===== src/rtl/cfg_pkg.sv =====
package cfg_pkg;

  localparam int DW         = 8;
  localparam int NUM_SMADDR = 3;
  localparam int NUM_HDR    = 4;
  localparam int MAPEN_BIT  = 4;
  localparam int LOCK_BIT   = 0;

  localparam logic [DW-1:0] RST_CTRL4 = 8'h85;
  localparam logic [DW-1:0] RST_PERF  = 8'h07;
  localparam logic [DW-1:0] ID0_VALUE = 8'h40;

  typedef enum logic [3:0] {
    REG_UNDEF, REG_CTRL1, REG_CTRL2, REG_CTRL3, REG_SMADDR,
    REG_CTRL4, REG_CTRL7, REG_PERF, REG_HDR, REG_GFX, REG_ID0, REG_ID1
  } regId_e;

  typedef struct packed {
    logic       hit;
    regId_e     id;
    logic [1:0] sub;
  } decode_t;

  // strobes from control to datapath
  typedef struct packed {
    logic       wrEn;
    logic       rdEn;
    regId_e     sel;
    logic [1:0] sub;
  } strobe_t;

  function automatic decode_t decodeIndex(input logic [7:0] idx, input logic mapEn);
    decode_t d;
    d.hit = 1'b0;
    d.id  = REG_UNDEF;
    d.sub = 2'd0;
    if (idx[7:4] == 4'hC) begin
      d.hit = 1'b1;
      case (idx)
        8'hC1: d.id = REG_CTRL1;
        8'hC2: d.id = REG_CTRL2;
        8'hC3: d.id = REG_CTRL3;
        8'hCD, 8'hCE, 8'hCF: begin
          d.id  = REG_SMADDR;
          d.sub = idx[1:0] - 2'd1;
        end
        default: d.id = REG_UNDEF;
      endcase
    end else if (idx == 8'hFE) begin
      d.hit = 1'b1;
      d.id  = REG_ID0;
    end else if (idx == 8'hFF) begin
      d.hit = 1'b1;
      d.id  = REG_ID1;
    end else if (mapEn) begin
      case (idx)
        8'hE8: begin d.hit = 1'b1; d.id = REG_CTRL4; end
        8'hEB: begin d.hit = 1'b1; d.id = REG_CTRL7; end
        8'h20: begin d.hit = 1'b1; d.id = REG_PERF;  end
        8'hB8: begin d.hit = 1'b1; d.id = REG_GFX;   end
        8'hB0, 8'hB1, 8'hB2, 8'hB3: begin
          d.hit = 1'b1;
          d.id  = REG_HDR;
          d.sub = idx[1:0];
        end
        default: d.hit = 1'b0;
      endcase
    end
    return d;
  endfunction

  function automatic logic isWritable(input regId_e id);
    return !(id == REG_UNDEF || id == REG_ID0 || id == REG_ID1);
  endfunction

  function automatic logic isLockable(input regId_e id);
    return (id == REG_CTRL1) || (id == REG_CTRL3) || (id == REG_SMADDR);
  endfunction

endpackage


===== src/rtl/cfg_port_ctrl.sv =====
module cfg_port_ctrl
  import cfg_pkg::*;
#(
  parameter int          ADDR_W     = 16,
  parameter int unsigned INDEX_PORT = 'h22,
  parameter int unsigned DATA_PORT  = 'h23
) (
  input  logic              clk,
  input  logic              rstN,
  input  logic [ADDR_W-1:0] ioAddr,
  input  logic              ioRd,
  input  logic              ioWr,
  input  logic [DW-1:0]     ioWrData,
  input  logic              privMode,
  input  logic              mapEn,
  input  logic              lockBit,
  output logic              ioClaim,
  output strobe_t           strb
);

  localparam logic [ADDR_W-1:0] IDX_ADDR = ADDR_W'(INDEX_PORT);
  localparam logic [ADDR_W-1:0] DAT_ADDR = ADDR_W'(DATA_PORT);

  logic [7:0] idxReg;
  logic       idxValid;
  logic       idxWr;
  logic       dataAcc;
  logic       dataClaim;
  logic       wrBlocked;
  decode_t    dec;

  assign idxWr   = ioWr && (ioAddr == IDX_ADDR);
  assign dataAcc = (ioRd || ioWr) && (ioAddr == DAT_ADDR);
  assign dec     = decodeIndex(idxReg, mapEn);

  assign dataClaim = dataAcc && idxValid && dec.hit;
  assign ioClaim   = (idxWr && mapEn) || dataClaim;

  assign wrBlocked = isLockable(dec.id) && lockBit && !privMode;

  always_comb begin
    strb.wrEn = dataClaim && ioWr && isWritable(dec.id) && !wrBlocked;
    strb.rdEn = dataClaim && ioRd;
    strb.sel  = dec.id;
    strb.sub  = dec.sub;
  end

  // index latch and single-use valid flag
  always_ff @(posedge clk or negedge rstN) begin
    if (!rstN) begin
      idxReg   <= 8'h00;
      idxValid <= 1'b0;
    end else if (idxWr) begin
      idxReg   <= ioWrData;
      idxValid <= 1'b1;
    end else if (dataAcc) begin
      idxValid <= 1'b0;
    end
  end

endmodule


===== src/rtl/cfg_reg_bank.sv =====
module cfg_reg_bank
  import cfg_pkg::*;
#(
  parameter logic [7:0] DEV_ID1 = 8'h2A
) (
  input  logic          clk,
  input  logic          rstN,
  input  strobe_t       strb,
  input  logic [DW-1:0] wrData,
  output logic [DW-1:0] rdData,
  output logic          mapEn,
  output logic          lockBit
);

  logic [DW-1:0] ctrl1, ctrl2, ctrl3, ctrl4, ctrl7, perf, gfx;
  logic [DW-1:0] smAddr [NUM_SMADDR];
  logic [DW-1:0] hdr    [NUM_HDR];
  logic [DW-1:0] selVal;

  always_ff @(posedge clk or negedge rstN) begin
    if (!rstN) begin
      ctrl1 <= '0;
      ctrl2 <= '0;
      ctrl3 <= '0;
      ctrl4 <= RST_CTRL4;
      ctrl7 <= '0;
      perf  <= RST_PERF;
      gfx   <= '0;
    end else if (strb.wrEn) begin
      case (strb.sel)
        REG_CTRL1: ctrl1 <= wrData;
        REG_CTRL2: ctrl2 <= wrData;
        REG_CTRL3: ctrl3 <= wrData;
        REG_CTRL4: ctrl4 <= wrData;
        REG_CTRL7: ctrl7 <= wrData;
        REG_PERF:  perf  <= wrData;
        REG_GFX:   gfx   <= wrData;
        default:   ;
      endcase
    end
  end

  for (genvar g = 0; g < NUM_SMADDR; g++) begin : g_smaddr
    logic [DW-1:0] q;
    always_ff @(posedge clk or negedge rstN) begin
      if (!rstN) q <= '0;
      else if (strb.wrEn && strb.sel == REG_SMADDR && strb.sub == 2'(g)) q <= wrData;
    end
    assign smAddr[g] = q;
  end

  for (genvar g = 0; g < NUM_HDR; g++) begin : g_hdr
    logic [DW-1:0] q;
    always_ff @(posedge clk or negedge rstN) begin
      if (!rstN) q <= '0;
      else if (strb.wrEn && strb.sel == REG_HDR && strb.sub == 2'(g)) q <= wrData;
    end
    assign hdr[g] = q;
  end

  always_comb begin
    selVal = '0;
    case (strb.sel)
      REG_CTRL1:  selVal = ctrl1;
      REG_CTRL2:  selVal = ctrl2;
      REG_CTRL3:  selVal = ctrl3;
      REG_CTRL4:  selVal = ctrl4;
      REG_CTRL7:  selVal = ctrl7;
      REG_PERF:   selVal = perf;
      REG_GFX:    selVal = gfx;
      REG_ID0:    selVal = ID0_VALUE;
      REG_ID1:    selVal = DEV_ID1;
      REG_SMADDR: if (int'(strb.sub) < NUM_SMADDR) selVal = smAddr[strb.sub];
      REG_HDR:    selVal = hdr[strb.sub];
      default:    selVal = '0;
    endcase
  end

  assign rdData  = strb.rdEn ? selVal : '0;
  assign mapEn   = ctrl3[MAPEN_BIT];
  assign lockBit = ctrl3[LOCK_BIT];

endmodule


===== src/rtl/cfg_index_port.sv =====
module cfg_index_port
  import cfg_pkg::*;
#(
  parameter int          ADDR_W     = 16,
  parameter int unsigned INDEX_PORT = 'h22,
  parameter int unsigned DATA_PORT  = 'h23,
  parameter logic [7:0]  DEV_ID1    = 8'h2A
) (
  input  logic              clk,
  input  logic              rstN,
  input  logic [ADDR_W-1:0] ioAddr,
  input  logic              ioRd,
  input  logic              ioWr,
  input  logic [7:0]        ioWrData,
  input  logic              privMode,
  output logic [7:0]        ioRdData,
  output logic              ioClaim
);

  strobe_t strb;
  logic    mapEn;
  logic    lockBit;

  cfg_port_ctrl #(
    .ADDR_W(ADDR_W), .INDEX_PORT(INDEX_PORT), .DATA_PORT(DATA_PORT)
  ) u_ctrl (
    .clk(clk), .rstN(rstN), .ioAddr(ioAddr), .ioRd(ioRd), .ioWr(ioWr),
    .ioWrData(ioWrData), .privMode(privMode), .mapEn(mapEn),
    .lockBit(lockBit), .ioClaim(ioClaim), .strb(strb)
  );

  cfg_reg_bank #(.DEV_ID1(DEV_ID1)) u_bank (
    .clk(clk), .rstN(rstN), .strb(strb), .wrData(ioWrData),
    .rdData(ioRdData), .mapEn(mapEn), .lockBit(lockBit)
  );

endmodule


===== config.mk =====
export PLATFORM = sky130hd
export DESIGN_NAME = cfg_index_port
export DESIGN_NICKNAME = d
export VERILOG_FILES = /design/src/rtl/cfg_pkg.sv /design/src/rtl/cfg_port_ctrl.sv /design/src/rtl/cfg_reg_bank.sv /design/src/rtl/cfg_index_port.sv
export SDC_FILE = /design/constraint.sdc
export NUM_CORES = 1
export LEC_CHECK = 0
export BUFFER_PORTS_ARGS = -buffer_cell sky130_fd_sc_hd__buf_4
export CORE_ASPECT_RATIO = 0.8
export CORE_MARGIN = 2
export CORE_UTILIZATION = 58
export CTS_CLUSTER_DIAMETER = 50
export DETAILED_ROUTE_END_ITERATION = 8
export PLACE_DENSITY_LB_ADDON = 0.2
export SYNTH_ARGS = -nofsm -noshare
export SYNTH_HDL_FRONTEND = slang
export SYNTH_SLANG_ARGS = --single-unit

===== constraint.sdc =====
create_clock -name clk -period 11.05 [get_ports clk]
set_input_delay 1.6575 -clock clk [delete_from_list [all_inputs] [get_ports clk]]
set_output_delay 1.6575 -clock clk [all_outputs]
set_load 0.01 [all_outputs]

==> results of run 1 <==
## worst max-delay path by stage
| stage | cells after the start | slack [ns] | endpoint |
|---|---|---|---|
| 6_report | 11 | 4.41 | ioRdData[5] |
| 3_3_place_gp | 11 | 5.19 | ioRdData[5] |
| 2_1_floorplan | 7 | 6.14 | ioRdData[1] |
| 4_1_cts | 11 | 4.49 | ioRdData[5] |
| 5_1_grt | 11 | 4.17 | ioRdData[5] |
| 3_5_place_dp | 11 | 5.06 | ioRdData[5] |
## through the flow
step | area, µm² | std cells | setup WS, ns | hold WS [ns]
final | 7012 | 673 | 4.407 | 0.5055
after global routing | 7012 | 673 | 4.171 | 0.5170
after CTS | 7012 | 673 | 4.486 | 0.5071
after detailed placement | 6435 | 641 | 5.056 | 0.4941
after global placement | 6435 | 641 | 5.189 | 0.4871
after floorplan | 6071 | 487 | 6.136 | 0.4750
## cells in the mapped netlist (all sizes together) (2+ instances only)
cell,count,share of area
a22o,10,0.014
a21oi,19,0.018
nand4,8,0.0082
a211oi,2,0.0045
or3,4,0.0041
or2,2,0.0021
o22a,8,0.012
nor2,16,0.013
a221oi,8,0.012
nand2,23,0.015
dfstp,6,0.026
and2,3,0.0031
inv,7,0.0043
a211o,6,0.0087
and3,4,0.0041
nor3,5,0.0078
mux2,125,0.23
nor3b,3,0.0056
dfrtp,115,0.47
nand3,8,0.0066
and4,2,0.0029
o21ai,9,0.0080
clkbuf,19,0.012
o211ai,13,0.016
ha,4,0.0082
a21o,3,0.0037
buf,7,0.0066
nor4b,3,0.0043
a22oi,8,0.0099
nor4,4,0.0066
o221ai,13,0.019
## cells by family after synthesis
kind of cell             count (synthesis)  synth area share
adder cells (fa/ha/maj)                  4          0.008244
AND/OR/NAND/NOR                         94           0.09563
XOR/XNOR                                 1          0.001443
buffers and inverters                   33           0.02267
AO/OA/AOI/OAI                          109            0.1402
flip-flops                             121            0.5000
multiplexers                           125            0.2319
## state kept, by name, indices dropped and copies added (netlist names)
| name | flops |
|---|---|
| u_bank.ctrl4 | 8 |
| u_bank.g_smaddr.q | 24 |
| u_ctrl.idxReg | 8 |
| u_bank.ctrl7 | 8 |
| u_bank.gfx | 8 |
| u_bank.g_hdr.q | 32 |
| u_ctrl.idxValid | 1 |
| u_bank.ctrl1 | 8 |
| u_bank.ctrl3 | 8 |
| u_bank.ctrl2 | 8 |
| u_bank.perf | 8 |
## metal layers
metal	track usage	wire, µm	vias to the layer above
met1	0.4209	7081	2307
met3	0.08852	1322	23
met4	0.09028	254	0
met5	0	0	-
li1	-	-	1950
met2	0.4504	7213	220
## where the power goes
group	switching, mW	total [mW]	internal (mW)	leakage [nW]
sequential	0.0000430	0.443	0.443	1.65
clock	0.219	0.539	0.319	0.278
combinational	0.0191	0.0266	0.00751	1.45
total	0.238	1.01	0.770	3.39
## cell type report
type | count | share of cell area
Tap cell | 140 | 0.02498
Clock buffer | 18 | 0.06263
Sequential cell | 121 | 0.4329
Clock inverter | 14 | 0.01963
Inverter | 7 | 0.003747
Timing Repair Buffer | 40 | 0.04283
Multi-Input combinational cell | 333 | 0.4133
## worst register-to-register path: stages, from the launching register on
cell	delay, ns
dfrtp_1	0.58
inv_1	0.22
ha_1	0.29
nor4b_1	0.27
a32oi_1	0.10
a2111o_1	0.77
nand2_1	0.83
nand2_1	0.41
nor2_2	0.47
mux2_2	0.40
==> impl_metrics.json, run 1 <==
{
  "worst_pin_slew_ns": 1.013,
  "route.detailed.drc": 0,
  "worstHoldPathCells": 1,
  "synth_edf_count": 0,
  "r2r_end": "u_bank.ctrl3[3]",
  "path_common_cell": "buf_4",
  "io_buffers": 37,
  "gp_congestion": 0.8789,
  "routed_wl_mm": 15.87,
  "drt-pass1-iter-count": 5,
  "min_period_ns": 6.643,
  "nNetsFinal": 553,
  "cp_top_family": "compound AO/OA/AOI/OAI gates",
  "power_mw": 1.009,
  "cp.required_ns": 9.39,
  "die_h_um": 95.51,
  "clkLatencyLatePin_ns": 0.42,
  "slowest_stage": "a211oi_1",
  "post_cts_buffers": 0,
  "ys_ff_latch": 121,
  "ff_latch_area_mm2": 0.003035,
  "crit_path_start_kind": "flip-flop",
  "status": "complete, no violations",
  "vdd_drop_max_mv": 0.1431,
  "path_cells": "inv_1 -> ha_1 -> or4b_1 -> a2111oi_2 -> buf_4 -> or2b_1 -> o21ai_2 -> a211oi_1 -> o211ai_1 -> o221ai_1 -> buf_4",
  "cts_root_buffer": "clkbuf_16",
  "core_mm2": 0.01024,
  "arrival_ns": 4.99,
  "grt_pass1_vias": 4404,
  "drt_iter0_drc": 406,
  "antenna_found_initial": 0,
  "critical-path-max-stage-delay_ns": 0.61,
  "drive_gt1_frac": 0.4128,
  "synth_ff_type": "dfrtp_1",
  "final_cell_mix": "mux2_2 (125), dfrtp_1 (115), buf_4 (40), nand2_1 (22), a21oi_1 (18)",
  "path_clk_slew_ns": 0.06,
  "row_count": 33,
  "cts_resized": 0,
  "crit-reg2reg-launch": "u_ctrl.idxReg[0]",
  "die_area_mm2": 0.01131,
  "grt_pass1_wl_mm": 25.14,
  "slew_violations": 0,
  "worst_hold_path.endpoint": "u_bank.g_smaddr[2].q[3]",
  "powerDensity_mw_per_mm2": 143.9,
  "finalHoldViolations": 0,
  "maxCapViolCount": 0,
  "mostFrequentLayoutCell": "mux2_2",
  "dieWidth_um": 118.4,
  "reg2reg_depth": 9,
  "vias_per_cell": 6.686,
  "r2r_setup_slack_ns": 6.59,
  "ant_nets": 0,
  "start_util": 0.5929,
  "synth_cells": 487,
  "htree_levels": 4,
  "cp-end-kind": "output port",
  "syn2layout_area_growth_pct": 15.50,
  "crit_buf_inv": 3,
  "overflow": 0,
  "synth_nets": 520,
  "yosys_warnings": 0,
  "synth.distinct_cells": 64,
  "cts-buffers-inserted": 17,
  "grt_max_degree": 82,
  "ys_seq_area_frac": 0.5000,
  "cts_hold_buf": 0,
  "vias": 4500,
  "clock-sinks": 121,
  "syn_area_mm2": 0.006071,
  "crit_start": "u_ctrl.idxReg[0]",
  "ios": 38,
  "grt_usage": 0.2987,
  "antenna_cells": 0,
  "post_drt_wl_per_cell_um": 23.58,
  "period_share": 0.6012,
  "cts_tree": "done",
  "multi_input_area_mm2": 0.002898,
  "fin_setup_tns_ns": 0,
  "fmax_mhz": 150.5,
  "finalClockSkew_ns": 0.008479,
  "slew_headroom": 0.3246,
  "hp-start": "u_bank.g_smaddr[2].q[3]",
  "p_leak_nw": 3.386,
  "criticalPathCategory": "flip-flop to output port",
  "fin_util": 0.6848,
  "place_hpwl_mm": 10.32,
  "critPathMaxFanout": 18,
  "rsz0062_at_grt": "no",
  "hold_path_class": "flip-flop to flip-flop",
  "fillCellCount": 748,
  "clk_path_buf_depth": 2,
  "ys_async_sr_fraction": 1.000,
  "avgSynthCellArea_um2": 12.47,
  "final-setup-viol-count": 0
}
Note: power is estimated with default switching activity, not from simulation.
==> inputs of run 2 (changes only) <==
==> constraint.sdc (replaced) <==
create_clock -name clk -period 6.8 [get_ports clk]
set_input_delay 1.02 -clock clk [delete_from_list [all_inputs] [get_ports clk]]
set_output_delay 1.02 -clock clk [all_outputs]
set_load 0.01 [all_outputs]
==> run 2 against run 1 <==
  * Worst hold slack improved by 0.0011 ns
  * Sequential share of layout area barely moved
  * Register-to-register slack got worse by 4.2 ns
  * First-iteration DRC count rose by 26%
  * Clock-buffer cell count fell by 1
  * Critical path type unchanged
==> impl_metrics.json, run 2 (same netlist as run 1, synthesis figures left out) <==
{
  "cts_hold_buf": 0,
  "cts-buffers-inserted": 17,
  "slew_violations": 0,
  "vias": 4501,
  "final_cells": 673,
  "drt_iter0_drc": 512,
  "criticalPathCategory": "flip-flop to output port",
  "start_util": 0.5929,
  "path_clk_slew_ns": 0.06,
  "vias_per_cell": 6.688,
  "cts_root_buffer": "clkbuf_16",
  "fmax_mhz": 171.5,
  "gp_congestion": 0.9113,
  "hold_path_class": "flip-flop to flip-flop",
  "largest_register": "u_bank.g_hdr.q",
  "die_area_mm2": 0.01131,
  "fillCellCount": 741,
  "io_buffers": 37,
  "fin_util": 0.6852,
  "dpl-instance-area_mm2": 0.006435,
  "p_leak_nw": 3.385,
  "vdd_drop_max_mv": 0.2471,
  "core_mm2": 0.01024,
  "antenna_cells": 0,
  "powerDensity_mw_per_mm2": 235.1,
  "worstHoldPathCells": 1,
  "status": "complete, no violations",
  "post_drt_wl_per_cell_um": 22.89,
  "die_h_um": 95.51,
  "maxCapViolCount": 0,
  "drive_gt1_frac": 0.4128,
  "overflow": 0,
  "mostFrequentLayoutCell": "mux2_2",
  "critPathMaxFanout": 18,
  "r2r_setup_slack_ns": 2.35,
  "grt_max_degree": 71,
  "nNetsFinal": 553,
  "worst_hold_path.endpoint": "u_bank.ctrl7[6]",
  "rsz0062_at_grt": "no",
  "dieWidth_um": 118.4,
  "grt_pass1_wl_mm": 24.74,
  "finalInstanceArea_mm2": 0.007017,
  "row_count": 33,
  "syn2layout_area_growth_pct": 15.58,
  "crit_path_start_kind": "flip-flop",
  "largestRegisters": "u_bank.g_hdr.q (32), u_bank.g_smaddr.q (24)",
  "fin_ws_ns": 0.9680,
  "ios": 38,
  "clk_path_buf_depth": 2,
  "post-place-ws_ns": 1.453,
  "htree_levels": 4,
  "final-setup-viol-count": 0,
  "slew_headroom": 0.3970,
  "crit-reg2reg-launch": "u_ctrl.idxReg[0]",
  "dp.cells": 641,
  "largest_register_ff_count": 32,
  "antenna_found_initial": 0,
  "post_cts_buffers": 0,
  "cts_tree": "done",
  "grt_pass1_vias": 4353,
  "arrival_ns": 4.81,
  "clock-sinks": 121,
  "clkLatencyLatePin_ns": 0.42,
  "ant_nets": 0,
  "cp-end-kind": "output port",
  "finalClockSkew_ns": 0.008766,
  "drt-pass1-iter-count": 5,
  "place_hpwl_mm": 10.15,
  "min_period_ns": 5.832,
  "final_cell_mix": "mux2_2 (125), dfrtp_1 (115), buf_4 (40), nand2_1 (22), a21oi_1 (18)",
  "grt_usage": 0.2928,
  "r2r_end": "u_bank.ctrl3[0]",
  "reg2reg_depth": 9,
  "cp.required_ns": 5.78,
  "route.detailed.drc": 0,
  "finalHoldViolations": 0,
  "hp-start": "u_bank.ctrl7[6]",
  "routed_wl_mm": 15.41,
  "fin_setup_tns_ns": 0,
  "worst_pin_slew_ns": 0.9024,
  "cts_resized": 0,
  "period_share": 0.8576
}
## run 2: power by group
group | switching (mW) | internal, mW | leakage [nW]
sequential | 0.0000691 | 0.720 | 1.65
combinational | 0.0317 | 0.0122 | 1.45
clock | 0.368 | 0.517 | 0.278
total | 0.400 | 1.25 | 3.39
## run 2: how the worst max path moves through the flow
stage / to / slack (ns) / cells past startpoint / start
finish: ioRdData[5] / 0.97 / 11 / u_ctrl.idxReg[0]
detailed placement: ioRdData[5] / 1.45 / 11 / u_ctrl.idxReg[0]
CTS: ioRdData[5] / 1.03 / 11 / u_ctrl.idxReg[0]
global placement: ioRdData[5] / 1.58 / 11 / u_ctrl.idxReg[0]
global route: ioRdData[5] / 0.66 / 11 / u_ctrl.idxReg[0]
floorplan: ioRdData[3] / 2.63 / 12 / u_ctrl.idxReg[0]
## run 2: per-layer routing
layer / wire length (µm) / global-route usage / up-vias
met5: 0 / 0 / -
met4: 221 / 0.08333 / 0
met1: 7070 / 0.4263 / 2310
met3: 1287 / 0.08134 / 26
li1: - / - / 1945
met2: 6826 / 0.4321 / 220
## run 2: layout make-up
cell class / count / area (µm²) / area share
repair buffers: 40 / 300.3 / 0.04280
flip-flops and latches: 121 / 3035 / 0.4326
inverters: 7 / 26.28 / 0.003745
well taps: 140 / 175.2 / 0.02496
clock inverters: 15 / 156.4 / 0.02229
multi-input cells: 333 / 2898 / 0.4130
clock buffers: 17 / 425.4 / 0.06063
## run 2: critical path: stages, from the launching register on
cell       delay, ns
dfrtp_1         0.58
inv_1           0.21
ha_1            0.26
or4b_1          0.50
a2111oi_2       0.37
buf_4           0.26
or2b_1          0.43
o21ai_2         0.19
a211oi_1        0.56
o211ai_1        0.47
o221ai_1        0.38
buf_4           0.18
## run 2: per-stage QoR
step | hold WS [ns] | total power, mW
2_1_floorplan | 0.4750 | 0.7403
6_report | 0.5066 | 1.649
3_3_place_gp | 0.4871 | 0.7767
5_1_grt | 0.5198 | 1.697
4_1_cts | 0.5058 | 1.657
3_5_place_dp | 0.4921 | 0.7778
